--- config.mk ---
export PLATFORM = sky130hd
export DESIGN_NAME = compliance_pattern_gen
export DESIGN_NICKNAME = d
export VERILOG_FILES = /design/src/rtl/cpg_pkg.sv /design/src/rtl/cpg_seq.sv /design/src/rtl/cpg_lane.sv /design/src/rtl/compliance_pattern_gen.sv
export SDC_FILE = /design/constraint.sdc
export NUM_CORES = 1
export LEC_CHECK = 0
export ABC_AREA = 1
export BUFFER_PORTS_ARGS = -buffer_cell sky130_fd_sc_hd__buf_2
export CORE_AREA = 2 2 39 41
export DETAILED_ROUTE_END_ITERATION = 10
export DIE_AREA = 0 0 41 43
export MAX_ROUTING_LAYER = met4
export PLACE_DENSITY = 0.81
export SLEW_MARGIN = 20
export SYNTH_ARGS = -nofsm -noshare
export SYNTH_HDL_FRONTEND = slang
export SYNTH_SLANG_ARGS = --single-unit
--- constraint.sdc ---
create_clock -name clk -period 3.4 [get_ports clk]
set_clock_uncertainty 0.2 [all_clocks]
set_input_delay 0.34 -clock clk [delete_from_list [all_inputs] [get_ports clk]]
set_output_delay 0.34 -clock clk [all_outputs]
set_load 0.1 [all_outputs]
--- src/rtl/cpg_pkg.sv ---
package cpg_pkg;

    localparam int SYM_W   = 8;
    localparam int LANES   = 2;
    localparam int PAT_LEN = 4;
    localparam int PTR_W   = $clog2(PAT_LEN);
    localparam int DATA_W  = SYM_W * LANES;

    localparam logic [SYM_W-1:0] SYM_K28_5 = 8'hBC;
    localparam logic [SYM_W-1:0] SYM_D21_5 = 8'hB5;
    localparam logic [SYM_W-1:0] SYM_D10_2 = 8'h4A;

    // Symbol at a given position of the compliance cycle.
    function automatic logic [SYM_W-1:0] pat_sym(input logic [PTR_W-1:0] idx);
        case (idx)
            2'd0:    pat_sym = SYM_K28_5;
            2'd1:    pat_sym = SYM_D21_5;
            2'd2:    pat_sym = SYM_K28_5;
            default: pat_sym = SYM_D10_2;
        endcase
    endfunction

    // Even positions hold the comma control character.
    function automatic logic pat_is_k(input logic [PTR_W-1:0] idx);
        pat_is_k = (idx[0] == 1'b0);
    endfunction

    typedef struct packed {
        logic [PTR_W-1:0] ptr;
        logic             first;
    } seq_state_t;

    typedef struct packed {
        logic [DATA_W-1:0] data;
        logic [LANES-1:0]  kflag;
        logic [LANES-1:0]  fneg;
    } tx_out_t;

endpackage

--- src/rtl/cpg_seq.sv ---
module cpg_seq
    import cpg_pkg::*;
(
    input  logic             clk,
    input  logic             rst_n,
    input  logic             enable,
    input  logic             wide_mode,
    output logic [PTR_W-1:0] ptr_o,
    output logic             first_o
);

    seq_state_t st_d, st_q;

    always_comb begin
        st_d = st_q;
        if (!enable) begin
            st_d.ptr   = '0;
            st_d.first = 1'b1;
        end else begin
            st_d.ptr   = st_q.ptr + (wide_mode ? PTR_W'(LANES) : PTR_W'(1));
            st_d.first = 1'b0;
        end
    end

    always_ff @(posedge clk or negedge rst_n) begin
        if (!rst_n) begin
            st_q.ptr   <= '0;
            st_q.first <= 1'b1;
        end else begin
            st_q <= st_d;
        end
    end

    assign ptr_o   = st_q.ptr;
    assign first_o = st_q.first;

    // The first-symbol marker is only ever pending at the start of the cycle.
    assert_first_at_start_R5: assert property (@(posedge clk) disable iff (!rst_n)
        st_q.first |-> (st_q.ptr == '0));

    // An idle edge rewinds the sequence and re-arms the force request.
    assert_rewind_R10: assert property (@(posedge clk) disable iff (!rst_n)
        !enable |=> (st_q.ptr == '0) && st_q.first);

endmodule

--- src/rtl/cpg_lane.sv ---
module cpg_lane
    import cpg_pkg::*;
#(
    parameter int LANE_IDX = 0
) (
    input  logic [PTR_W-1:0] ptr,
    input  logic             first,
    input  logic             wide_mode,
    output logic [SYM_W-1:0] sym,
    output logic             kflag,
    output logic             fneg
);

    localparam logic [PTR_W-1:0] LANE_OFF = PTR_W'(LANE_IDX);
    localparam logic [PTR_W-1:0] WORD_MSK = ~PTR_W'(LANES - 1);

    logic             active;
    logic [PTR_W-1:0] idx;

    always_comb begin
        active = wide_mode || (LANE_IDX == 0);
        idx    = wide_mode ? ((ptr & WORD_MSK) | LANE_OFF) : ptr;
        sym    = active ? pat_sym(idx) : '0;
        kflag  = active && pat_is_k(idx);
        fneg   = active && first && (idx == '0);
    end

endmodule

--- src/rtl/compliance_pattern_gen.sv ---
module compliance_pattern_gen
    import cpg_pkg::*;
(
    input  logic              clk,
    input  logic              rst_n,
    input  logic              enable,
    input  logic              wide_mode,
    output logic [DATA_W-1:0] tx_byte,
    output logic [LANES-1:0]  tx_kflag,
    output logic [LANES-1:0]  tx_force_neg
);

    logic [PTR_W-1:0] seq_ptr;
    logic             seq_first;

    cpg_seq u_seq (
        .clk       (clk),
        .rst_n     (rst_n),
        .enable    (enable),
        .wide_mode (wide_mode),
        .ptr_o     (seq_ptr),
        .first_o   (seq_first)
    );

    logic [SYM_W-1:0] lane_sym [LANES];
    logic [LANES-1:0] lane_k;
    logic [LANES-1:0] lane_neg;

    for (genvar g = 0; g < LANES; g++) begin : g_lane
        cpg_lane #(.LANE_IDX(g)) u_lane (
            .ptr       (seq_ptr),
            .first     (seq_first),
            .wide_mode (wide_mode),
            .sym       (lane_sym[g]),
            .kflag     (lane_k[g]),
            .fneg      (lane_neg[g])
        );
    end

    tx_out_t out_d, out_q;

    always_comb begin
        out_d = '0;
        if (enable) begin
            for (int i = 0; i < LANES; i++) begin
                out_d.data[i*SYM_W +: SYM_W] = lane_sym[i];
            end
            out_d.kflag = lane_k;
            out_d.fneg  = lane_neg;
        end
    end

    always_ff @(posedge clk or negedge rst_n) begin
        if (!rst_n) begin
            out_q <= '0;
        end else begin
            out_q <= out_d;
        end
    end

    assign tx_byte      = out_q.data;
    assign tx_kflag     = out_q.kflag;
    assign tx_force_neg = out_q.fneg;

    assert_idle_zero_R2: assert property (@(posedge clk) disable iff (!rst_n)
        !enable |=> (tx_byte == '0) && (tx_kflag == '0) && (tx_force_neg == '0));

    assert_force_once_R5: assert property (@(posedge clk) disable iff (!rst_n)
        (tx_force_neg != '0) |=> (tx_force_neg == '0));

    assert_force_on_comma_R8: assert property (@(posedge clk) disable iff (!rst_n)
        (tx_force_neg != '0) |-> (tx_force_neg == 2'b01) && tx_kflag[0]
                                 && (tx_byte[SYM_W-1:0] == SYM_K28_5));

    assert_narrow_upper_R9: assert property (@(posedge clk) disable iff (!rst_n)
        (enable && !wide_mode) |=> (tx_byte[DATA_W-1:SYM_W] == '0)
                                   && !tx_kflag[1] && !tx_force_neg[1]);

    assert_wide_kmask_R7: assert property (@(posedge clk) disable iff (!rst_n)
        (enable && wide_mode) |=> (tx_kflag == 2'b01));

endmodule

==> results of run 1 <==
[per-layer routing]
layer	routed length, um	vias to the layer above	part of all wire (%)	track usage, %
li1	-	186	-	-
met1	275	159	36	9.797
met2	365	23	48	17.19
met3	97	5	13	4.712
met4	17	0	2.3	6.000
met5	0	-	0	-
[where the power goes]
part | total [mW] | switching (mW) | internal (mW)
logic | 0.138 | 0.121 | 0.0178
registers | 0.170 | 0.00549 | 0.165
clock network | 0.0901 | 0.0447 | 0.0454
[sequential cells by signal (all words and copies together), names as in the netlist]
signal / cells
tx_byte: 6
tx_force_neg: 2
tx_kflag: 2
u_seq.first_o: 1
u_seq.ptr_o: 2
[path summary, 6_finish.rpt]
kind	startpoint	endpoint	slack, ns
min	enable	u_seq.first_o	0.10
min reg2reg	u_seq.first_o	tx_force_neg[0]	0.30
max in group asynchronous	rst_n	u_seq.first_o	2.45
min in group asynchronous	rst_n	u_seq.ptr_o[1]	0.27
max reg2reg	u_seq.ptr_o[1]	u_seq.ptr_o[1]	2.12
max	tx_byte[8]	tx_byte[13]	1.77
[cells in the final DEF (no fill, tap or decap), drive strengths merged, types with 2 or more instances in the layout]
master | Yosys | routed
a21oi | 2 | 2
buf | 10 | 23
clkbuf | 0 | 4
dfrtp | 12 | 12
ha | 5 | 5
inv | 10 | 10
nand2 | 6 | 6
nor2 | 5 | 5
nor3 | 2 | 2
[synthesized netlist by cell type]
master,number
ha_1,5
nor2_1,5
dfstp_2,1
inv_2,1
nand3_1,1
buf_4,10
nor3_1,2
inv_1,9
dfrtp_1,12
a21oi_1,2
nand2_1,6
[final cells by class]
cell class | instances | area share (%)
timing repair buffer | 24 | 18.83
sequential | 13 | 49.15
clock buffer | 4 | 3.955
inverter | 10 | 5.650
tap | 16 | 3.013
multi-input combinational | 21 | 19.40
[logic make-up (layout without fill, tap and decap cells)]
logic type,Yosys count,count (layout),share of synthesized area (%)
buffers and inverters,20,38,19.82
and+or+nand+nor,14,14,9.911
DFF,13,13,57.49
adders and majority gates,5,5,11.01
AOI/OAI and AO/OA,2,2,1.762
[repair_timing]
item	4_1_cts	5_1_grt
hold endpoints to repair	12	0
resized for setup	0	0
setup endpoints to repair	0	0
hold buffers	1	0
[through the flow]
step                      utilization, %  std cells  area, sq um  total power [mW]
after floorplan                        -         54        568.0            0.2985
after global placement             45.39         83        628.1            0.3095
after detailed placement           45.39         83        628.1            0.3116
after CTS                          48.01         88        664.4            0.4028
after global routing               48.01         88        664.4            0.4163
final                              48.01         88        664.4            0.3986
==> flow_summary.yaml, run 1 <==
status:
  status: "finished clean"
detailed_routing:
  viasPerCell: 4.239
  drt_iter0_markers: 3
  ant_nets: 0
  vias: 373
  wl_um: 755
  drtPass1Iterations: 3
  drc_errors: 0
  wl_per_cell_um: 8.580
sta:
  fin_ws_ns: 1.772
  slew_headroom_pct: 67.81
  worst_slew_pin_slew_ns: 0.4862
  setup_viol: 0
  tns_ns: 0
  timing.hold.ws_ns: 0.1020
  period_minus_slack_ns: 1.628
  slew_violations: 0
  clock.fmax_mhz: 614.4
  period_share_pct: 47.87
  hold_violations: 0
  grt_setup_unrepaired: "false"
min_path:
  whs_path_depth: 2
  holdCritPathClass: "input port to flop"
global_routing:
  grt_pass1_vias: 316
  antenna_found_initial: 0
  grt_max_degree: 14
  grt_pass1_wl_um: 1186
  grtUsageTotal_pct: 10.66
  grt-ovfl-total: 0
setup_path:
  arrival_ns: 1.09
  worstPathCellList: "buf_2"
  cp_top_family: "buffers and inverters"
  worst_path_max_delay_cell: "buf_2"
  cpPeakStageDelay_ns: 0.44
  cp.depth: 1
  critPathKind: "flop to output pin"
  reg2reg_depth: 4
  endpoint_kind: "output pin"
  cp-start-kind: "flop"
  crit_buf_inv: 1
  cp.required_ns: 2.86
  crit_fanout: 5
clock_tree:
  postCtsSetupRepairBufs: 0
  cts_buffer_depth: 2
  htreeDepth: 1
  cts_made_buffers: 3
  clk_pin_slew_worst_paths_ns: 0.07
  tritoncts: "yes"
  clock_sinks: 13
  clk_latency_ns: 0.27
  root_buffer: "clkbuf_4"
layout:
  multi_input_area_sq_um: 128.9
  antenna_cells: 0
  drive_gt1_share_pct: 38.89
  area_delta_synth_final_pct: 16.96
  fillers: 128
  layout.nets: 82
  ff_latch_area_sq_um: 326.6
placed_design:
  dp_hpwl_um: 624.5
  io_buffer_count: 23
  dp_slack_ns: 2.059
  gp_congestion: 0.7085
floorplan:
  pin_count: 24
  dieWidth_um: 41
  rows: 14
  start_util_pct: 41.05
  core_area_sq_mm: 0.001384
  die_h_um: 43
  dieArea_sq_mm: 0.001763
synth:
  synth_seq_cells: 13
  ys_seq_area_share_pct: 57.49
  syn_area_sq_um: 568.0
  ys_types: 11
  synth_area_leaders: "dfrtp_1 53%, buf_4 13%, ha_1 11%, inv_1 5.9%, dfstp_2 4.6%"
  synth_nets: 63
  synthDominantCellAreaShare_pct: 52.86
  yosysWarnings: 0
  syn_inst: 54
  yosysTopAreaCell: "dfrtp_1"
  syn_avg_cell_area_sq_um: 10.52
power_and_ir_drop:
  power-per-cell-area_mw_per_mm2: 599.9
  leakage_nw: 0.4191
  ir_worst_vdd_uv: 230.1
flow_run:
  cap_violations: 0
Power figures use the tool's default switching activity.
==> inputs of run 2 (changes only) <==
Clock period 3.4 ns to 1.7 ns, I/O delays scaled along.
==> run 2 against run 1 <==
Compared with the run above:
- final cell count up 2.3%
- via count up 5.4%
- routed wire length up 14%
- largest power group unchanged
==> flow_summary.yaml, run 2 (synthesis results as in run 1) <==
sta:
  hold_violations: 0
  worst_slew_pin_slew_ns: 0.4872
  slew_violations: 0
  slew_headroom_pct: 67.75
  period_minus_slack_ns: 1.439
  period_share_pct: 84.64
  clock.fmax_mhz: 695.0
  grt_setup_unrepaired: "false"
  tns_ns: 0
  setup_viol: 0
min_path:
  holdCritPathClass: "input port to asynchronous set/reset pin"
layout:
  stdcell_area_sq_um: 688.2
  final_cell_mix: "23 x buf_2, 9 x inv_1, 9 x dfrtp_1, 6 x nand2_1"
  area_delta_synth_final_pct: 21.15
  largest_reg_flops: 6
  final_common_cell: "buf_2"
  layout.nets: 84
  antenna_cells: 0
  drive_gt1_share_pct: 41.89
setup_path:
  cp_top_family: "buffers and inverters"
  arrival_ns: 1.07
  crit_fanout: 5
  timing.rr.start: "u_seq.ptr_o[1]"
  endpoint_kind: "output pin"
  crit_buf_inv: 1
  cpPeakStageDelay_ns: 0.43
  reg2reg_depth: 5
  cp.required_ns: 1.33
  r2r_end: "u_seq.ptr_o[1]"
  r2r_slack_ns: 0.41
  worstPathCellList: "buf_2"
  cp-start-kind: "flop"
  worst_path_max_delay_cell: "buf_2"
  critPathKind: "flop to output pin"
floorplan:
  dieArea_sq_mm: 0.001763
  start_util_pct: 41.05
  rows: 14
  dieWidth_um: 41
  core_area_sq_mm: 0.001384
  die_h_um: 43
  pin_count: 24
detailed_routing:
  vias: 393
  wl_per_cell_um: 9.578
  viasPerCell: 4.367
  ant_nets: 0
  wl_um: 862
  drc_errors: 0
  drt_iter0_markers: 3
  drtPass1Iterations: 4
global_routing:
  grt_max_degree: 14
  grt_pass1_wl_um: 1393
  antenna_found_initial: 0
  grtUsageTotal_pct: 12.66
  grt_pass1_vias: 348
  grt-ovfl-total: 0
power_and_ir_drop:
  power-per-cell-area_mw_per_mm2: 1168
  ir_worst_vdd_uv: 432.3
  leakage_nw: 0.4234
clock_tree:
  cts_buffer_depth: 2
  root_buffer: "clkbuf_4"
  cts_made_buffers: 3
  htreeDepth: 1
  clk_pin_slew_worst_paths_ns: 0.07
  tritoncts: "yes"
  clk_latency_ns: 0.27
  cts_resized: 0
  clock_sinks: 13
placed_design:
  io_buffer_count: 23
  dpl_cell_area_sq_um: 631.9
  dp_hpwl_um: 687
  gp_congestion: 0.7774
flow_run:
  cap_violations: 0
status:
  status: "finished clean"
-- run 2: repair_timing --
action,4_1_cts,5_1_grt
endpoints found under the hold margin,21,0
hold buffers,3,0
buffers inserted,0,0
-- run 2: where the power goes --
| part | switching [mW] | internal (mW) |
|---|---|---|
| clock network | 0.0895 | 0.0908 |
| registers | 0.0113 | 0.330 |
| logic | 0.243 | 0.0394 |
| total | 0.344 | 0.460 |
-- run 2: cell type report --
class                   count  area, sq um
fillers                   131        695.7
inverters                  10        37.54
clock buffers               4        26.28
multi-input cells          21        128.9
repair buffers             26        145.1
flip-flops and latches     13        330.3
well taps                  16        20.02
-- run 2: worst max-delay path by stage --
stage	start	to	slack, ns	cells past startpoint
after floorplan	tx_byte[6]	tx_byte[6]	0.006	1
after global placement	u_seq.ptr_o[1]	u_seq.ptr_o[1]	0.51	4
after detailed placement	u_seq.ptr_o[1]	u_seq.ptr_o[1]	0.45	5
after CTS	tx_byte[8]	tx_byte[13]	0.24	1
after global routing	tx_byte[8]	tx_byte[10]	0.20	1
final	tx_byte[8]	tx_byte[8]	0.26	1
-- run 2: layer usage --
metal	vias up	wire, um	part of all wire, %	global-route usage, %
li1	191	-	-	-
met1	174	350	41	12.88
met2	26	410	48	18.44
met4	0	4	0.46	10.00
met3	2	97	11	4.712
met5	-	0	0	-
-- run 2: stage by stage --
stage	power [mW]	util (%)	hold slack (ns)	std cells	worst slack [ns]
detailed placement	0.6254	45.66	-0.1370	83	0.4532
finish	0.8040	49.73	0.1051	90	0.2611
global route	0.8426	49.73	0.1176	90	0.1950
floorplan	0.5977	-	-0.3256	54	0.006031
CTS	0.8169	49.73	0.1100	90	0.2445
global placement	0.6206	45.66	-0.1379	83	0.5071
